### src/rtl/irq_regs_pkg.sv
package irq_regs_pkg;

   localparam int NUM_WR_PORTS = 2;

   typedef enum logic [1:0] {
      WORD_RAW   = 2'd0,
      WORD_MSK   = 2'd1,
      WORD_ENSET = 2'd2,
      WORD_ENCLR = 2'd3
   } irq_word_e;

endpackage

### src/rtl/irq_port_decode.sv
module irq_port_decode
   import irq_regs_pkg::*;
#(
   parameter int NUM_SRC = 8,
   parameter int ADDR_W  = 4
) (
   input  logic               we_i,
   input  logic [ADDR_W-1:0]  addr_i,
   input  logic [NUM_SRC-1:0] data_i,
   output logic [NUM_SRC-1:0] set_o,
   output logic [NUM_SRC-1:0] clr_o,
   output logic [NUM_SRC-1:0] stc_o
);
   logic      in_rng;
   irq_word_e sel;

   generate
      if (ADDR_W > 2) begin : g_wide
         assign in_rng = (addr_i[ADDR_W-1:2] == '0);
      end else begin : g_narrow
         assign in_rng = 1'b1;
      end
   endgenerate

   assign sel = irq_word_e'(addr_i[1:0]);

   always_comb begin
      set_o = '0;
      clr_o = '0;
      stc_o = '0;
      if (we_i && in_rng) begin
         unique case (sel)
            WORD_RAW, WORD_MSK: stc_o = data_i;
            WORD_ENSET:         set_o = data_i;
            WORD_ENCLR:         clr_o = data_i;
            default:            ;
         endcase
      end
   end
endmodule

### src/rtl/irq_enable_bank.sv
module irq_enable_bank #(
   parameter int NUM_SRC = 8
) (
   input  logic               clk,
   input  logic               rst,
   input  logic [NUM_SRC-1:0] set_i,
   input  logic [NUM_SRC-1:0] clr_i,
   output logic [NUM_SRC-1:0] en_q_o,
   output logic [NUM_SRC-1:0] en_d_o
);
   logic [NUM_SRC-1:0] en_q;

   // clear dominates: a same-cycle set and clear leaves the source off
   assign en_d_o = (en_q | set_i) & ~clr_i;
   assign en_q_o = en_q;

   always_ff @(posedge clk) begin
      if (rst) en_q <= '0;
      else     en_q <= en_d_o;
   end
endmodule

### src/rtl/irq_status_bank.sv
module irq_status_bank #(
   parameter int NUM_SRC = 8
) (
   input  logic               clk,
   input  logic               rst,
   input  logic [NUM_SRC-1:0] evt_i,
   input  logic [NUM_SRC-1:0] stc_i,
   input  logic [NUM_SRC-1:0] en_q_i,
   input  logic [NUM_SRC-1:0] en_d_i,
   output logic [NUM_SRC-1:0] raw_o,
   output logic [NUM_SRC-1:0] msk_o
);
   generate
      for (genvar i = 0; i < NUM_SRC; i++) begin : g_bit
         logic r_q;
         logic m_q;
         always_ff @(posedge clk) begin
            if (rst) begin
               r_q <= 1'b0;
               m_q <= 1'b0;
            end else begin
               r_q <= evt_i[i] | (r_q & ~stc_i[i]);
               m_q <= ((evt_i[i] & en_q_i[i]) | (m_q & ~stc_i[i])) & en_d_i[i];
            end
         end
         assign raw_o[i] = r_q;
         assign msk_o[i] = m_q;
      end
   endgenerate
endmodule

### src/rtl/irq_status_regs.sv
module irq_status_regs
   import irq_regs_pkg::*;
#(
   parameter int NUM_SRC = 8,
   parameter int DATA_W  = 32,
   parameter int ADDR_W  = 4
) (
   input  logic               clk,
   input  logic               rst,
   input  logic [NUM_SRC-1:0] evt_i,
   input  logic               wa_en,
   input  logic [ADDR_W-1:0]  wa_addr,
   input  logic [NUM_SRC-1:0] wa_data,
   input  logic               wb_en,
   input  logic [ADDR_W-1:0]  wb_addr,
   input  logic [NUM_SRC-1:0] wb_data,
   input  logic [ADDR_W-1:0]  rd_addr,
   output logic [DATA_W-1:0]  rd_data,
   output logic               irq_o
);
   if (NUM_SRC < 1 || NUM_SRC > DATA_W) begin : g_bad_src
      $error("NUM_SRC must be between 1 and DATA_W");
   end
   if (ADDR_W < 2) begin : g_bad_addr
      $error("ADDR_W must be at least 2");
   end

   logic [NUM_WR_PORTS-1:0]              we_p;
   logic [NUM_WR_PORTS-1:0][ADDR_W-1:0]  ad_p;
   logic [NUM_WR_PORTS-1:0][NUM_SRC-1:0] dt_p;
   logic [NUM_WR_PORTS-1:0][NUM_SRC-1:0] set_p;
   logic [NUM_WR_PORTS-1:0][NUM_SRC-1:0] clr_p;
   logic [NUM_WR_PORTS-1:0][NUM_SRC-1:0] stc_p;

   assign we_p = {wb_en, wa_en};
   assign ad_p = {wb_addr, wa_addr};
   assign dt_p = {wb_data, wa_data};

   generate
      for (genvar p = 0; p < NUM_WR_PORTS; p++) begin : g_port
         irq_port_decode #(.NUM_SRC(NUM_SRC), .ADDR_W(ADDR_W)) u_dec (
            .we_i  (we_p[p]),
            .addr_i(ad_p[p]),
            .data_i(dt_p[p]),
            .set_o (set_p[p]),
            .clr_o (clr_p[p]),
            .stc_o (stc_p[p])
         );
      end
   endgenerate

   logic [NUM_SRC-1:0] set_v, clr_v, stc_v;
   always_comb begin
      set_v = '0;
      clr_v = '0;
      stc_v = '0;
      for (int p = 0; p < NUM_WR_PORTS; p++) begin
         set_v = set_v | set_p[p];
         clr_v = clr_v | clr_p[p];
         stc_v = stc_v | stc_p[p];
      end
   end

   logic [NUM_SRC-1:0] en_q, en_d, raw_q, msk_q;

   irq_enable_bank #(.NUM_SRC(NUM_SRC)) u_en (
      .clk   (clk),
      .rst   (rst),
      .set_i (set_v),
      .clr_i (clr_v),
      .en_q_o(en_q),
      .en_d_o(en_d)
   );

   irq_status_bank #(.NUM_SRC(NUM_SRC)) u_st (
      .clk   (clk),
      .rst   (rst),
      .evt_i (evt_i),
      .stc_i (stc_v),
      .en_q_i(en_q),
      .en_d_i(en_d),
      .raw_o (raw_q),
      .msk_o (msk_q)
   );

   assign irq_o = |msk_q;

   logic rd_in_rng;
   generate
      if (ADDR_W > 2) begin : g_rd_wide
         assign rd_in_rng = (rd_addr[ADDR_W-1:2] == '0);
      end else begin : g_rd_narrow
         assign rd_in_rng = 1'b1;
      end
   endgenerate

   logic [NUM_SRC-1:0] rd_bits;
   always_comb begin
      rd_bits = '0;
      if (rd_in_rng) begin
         unique case (irq_word_e'(rd_addr[1:0]))
            WORD_RAW:               rd_bits = raw_q;
            WORD_MSK:               rd_bits = msk_q;
            WORD_ENSET, WORD_ENCLR: rd_bits = en_q;
            default:                rd_bits = '0;
         endcase
      end
      rd_data = DATA_W'(rd_bits);
   end
endmodule

### config.mk
export PLATFORM = sky130hd
export DESIGN_NAME = irq_status_regs
export DESIGN_NICKNAME = d
export VERILOG_FILES = /design/src/rtl/irq_regs_pkg.sv /design/src/rtl/irq_port_decode.sv /design/src/rtl/irq_enable_bank.sv /design/src/rtl/irq_status_bank.sv /design/src/rtl/irq_status_regs.sv
export SDC_FILE = /design/constraint.sdc
export NUM_CORES = 1
export LEC_CHECK = 0
export ABC_AREA = 1
export BUFFER_PORTS_ARGS = -buffer_cell sky130_fd_sc_hd__clkbuf_2
export CORE_MARGIN = 2
export CORE_UTILIZATION = 50
export DETAILED_ROUTE_END_ITERATION = 10
export PLACE_DENSITY = 0.88
export SETUP_SLACK_MARGIN = 0.3
export SLEW_MARGIN = 15
export SYNTH_ARGS = -nofsm -noshare
export SYNTH_HDL_FRONTEND = slang
export SYNTH_SLANG_ARGS = --single-unit
export TNS_END_PERCENT = 30
### constraint.sdc
create_clock -name clk -period 1.3 [get_ports clk]
set_input_delay 0.13 -clock clk [delete_from_list [all_inputs] [get_ports clk]]
set_output_delay 0.13 -clock clk [all_outputs]
set_load 0.005 [all_outputs]
==> flow_summary.yaml <==
placed_design:
  hpwl_um: 3920
  place_ws_ns: 0.151
  dpl_cell_area_um2: 2200
  portBuffers: 48
  place.gp.congestion: 0.883
min_path:
  hold_class: "input port to register"
  whs_endpoint: "u_st.g_bit[3].r_q"
  worstHoldPathCells: 3
  min-delay-start: "evt_i[3]"
clocking:
  ctsHoldBuffers: 0
  root_buffer: "clkbuf_8"
  cts_htree_levels: 1
  cts_buffer_depth: 2
  cts_tree: "built"
  clk_pin_slew_ns: 0.08
  numClockSinks: 24
  insertion_delay_ns: 0.26
  cts_made_buffers: 3
synth:
  ys_warn_count: 0
  syn_inst: 326
  seq_area_frac_synth_pct: 23.8
  netlist_area_um2: 2020
  ys_ff_latch: 24
  syn_area_per_cell_um2: 6.19
  ys_types: 26
sta:
  rsz0062_at_grt: "true"
  finalHoldViolCount: 0
  finalCritPeriodShare_pct: 97.4
  clock_skew_ns: 0.000586
  setup_violations: 0
  clock.fmax_mhz: 790
  fin_crit_ns: 1.27
  holdWs_ns: 0.0844
  setup_slack_ns: 0.0335
  maxSlewViolCount: 0
  setup_tns_ns: 0
layout:
  finalInstanceArea_um2: 2330
  final_cell_mix: "60 x nand2_1, 52 x inv_1, 46 x clkbuf_2"
  multi_input_area_um2: 1150
  antenna_cells: 0
  mostFrequentLayoutCell: "nand2_1"
  syn_to_final_growth_pct: 15.3
  fin_nets: 419
  fillers: 390
  seqCellArea_um2: 505
  drive_above_1_share_pct: 31.7
power_and_ir_drop:
  power.leakage_nw: 1.33
  worst_ir_drop_vdd_uv: 437
  p_total_mw: 1.65
  powerDensity_nw_per_um2: 708
critical_path:
  r2r-end: "u_en.en_q_o[4]"
  critPathKind: "register to output port"
  required_ns: 1.17
  worstPathArrival_ns: 1.14
  crit_fanout: 3
  r2r-start: "u_en.en_q_o[4]"
  reg2reg_depth: 5
  rrSetupSlack_ns: 0.52
  cp-start-kind: "register"
  end_kind: "output port"
route:
  ant_nets: 0
  via_per_inst: 4.95
  wl_per_cell_um: 12.2
  top_layer: "met4"
  wl_met3_um: 439
  routed_wl_um: 5200
  dr.pass1.iters: 5
  met2_length_um: 2620
  drc: 0
  drt_iter0_markers: 116
  m1WireLength_um: 2060
  vias: 2117
die:
  start_util_pct: 51.2
  fp.coreArea_um2: 3940
  rows: 23
  die-area_um2: 4560
  die_y_um: 67.6
  io_pins: 73
  fp.dieW_um: 67.6
grt:
  grt_max_degree: 18
  grt_pass1_vias: 1986
  track_usage_pct: 24.0
  grt-ovfl-total: 0
  antenna_found_initial: 0
  grt_pass1_wl_um: 8310
run:
  maxCapViolCount: 0
status:
  outcome: "complete, no violations"
[cell families after synthesis]
logic type | synth area share (%)
simple gates | 43.7
buf+inv | 25.3
compound gates | 6.94
flops | 23.8
other cells | 0.186
[state kept, by name, indices dropped and copies added (netlist names)]
| signal | cells |
|---|---|
| u_en.en_q_o | 8 |
| u_st.g_bit.m_q | 8 |
| u_st.g_bit.r_q | 8 |
[cell type report]
type / instances / area share (%)
Inverter: 63 / 10.4
Sequential cell: 24 / 21.7
Clock buffer: 4 / 2.36
Timing Repair Buffer: 58 / 13.5
Multi-Input combinational cell: 229 / 49.3
Tap cell: 50 / 2.69
[metal layers]
metal / vias to the layer above / GRT usage [%]
met5: - / 0
met4: 0 / 9.44
met3: 9 / 3.17
met2: 99 / 44.6
met1: 939 / 27.4
li1: 1070 / -
[power by group]
part           leakage (nW)  total (mW)  switching (mW)  internal [mW]
sequential            0.205       0.770          0.0145          0.756
clock                0.0288       0.510           0.239          0.270
combinational          1.09       0.368           0.233          0.135
total                  1.33        1.65           0.487           1.16
[worst max-delay path, cell delays in order (launching register included)]
cell	delay, ns
dfxtp_2	0.35
nor4_4	0.30
nand2_1	0.10
clkbuf_2	0.12
[metrics by stage]
stage                     utilization (%)  std cells
after detailed placement             55.8        422
after global routing                 59.1        428
final                                59.1        428
after global placement               55.8        422
after floorplan                         -        349
after CTS                            57.8        427
[cells in the mapped netlist (all sizes together)]
cell / count / area share, %
a21oi: 8 / 2.0
a22oi: 1 / 0.37
buf: 31 / 13
clkbuf: 2 / 0.87
clkinv: 1 / 0.43
conb: 1 / 0.19
dfxtp: 24 / 24
inv: 62 / 12
nand2: 70 / 14
nand3: 48 / 14
nand4: 8 / 2.5
nor2: 53 / 12
nor4: 2 / 0.62
o211ai: 7 / 2.6
o21ai: 8 / 2.0
[worst max-delay path by stage]
stage                 startpoint          to  slack [ns]  cells after the start
2_1_floorplan         rd_addr[1]  rd_data[0]        0.44                      7
3_3_place_gp          rd_addr[1]  rd_data[2]        0.17                      9
3_5_place_dp          rd_addr[1]  rd_data[3]        0.15                      9
4_1_cts        u_st.g_bit[2].m_q       irq_o        0.06                      3
5_1_grt        u_st.g_bit[3].m_q       irq_o       -0.01                      3
6_report       u_st.g_bit[3].m_q       irq_o        0.03                      3
[timing repair]
item / 4_1_cts / 5_1_grt
setup buffers: 1 / 1
gates resized for setup: 8 / 25
pin swaps: 5 / 16
setup endpoints to repair: 9 / 9
Power figures use the tool's default switching activity.
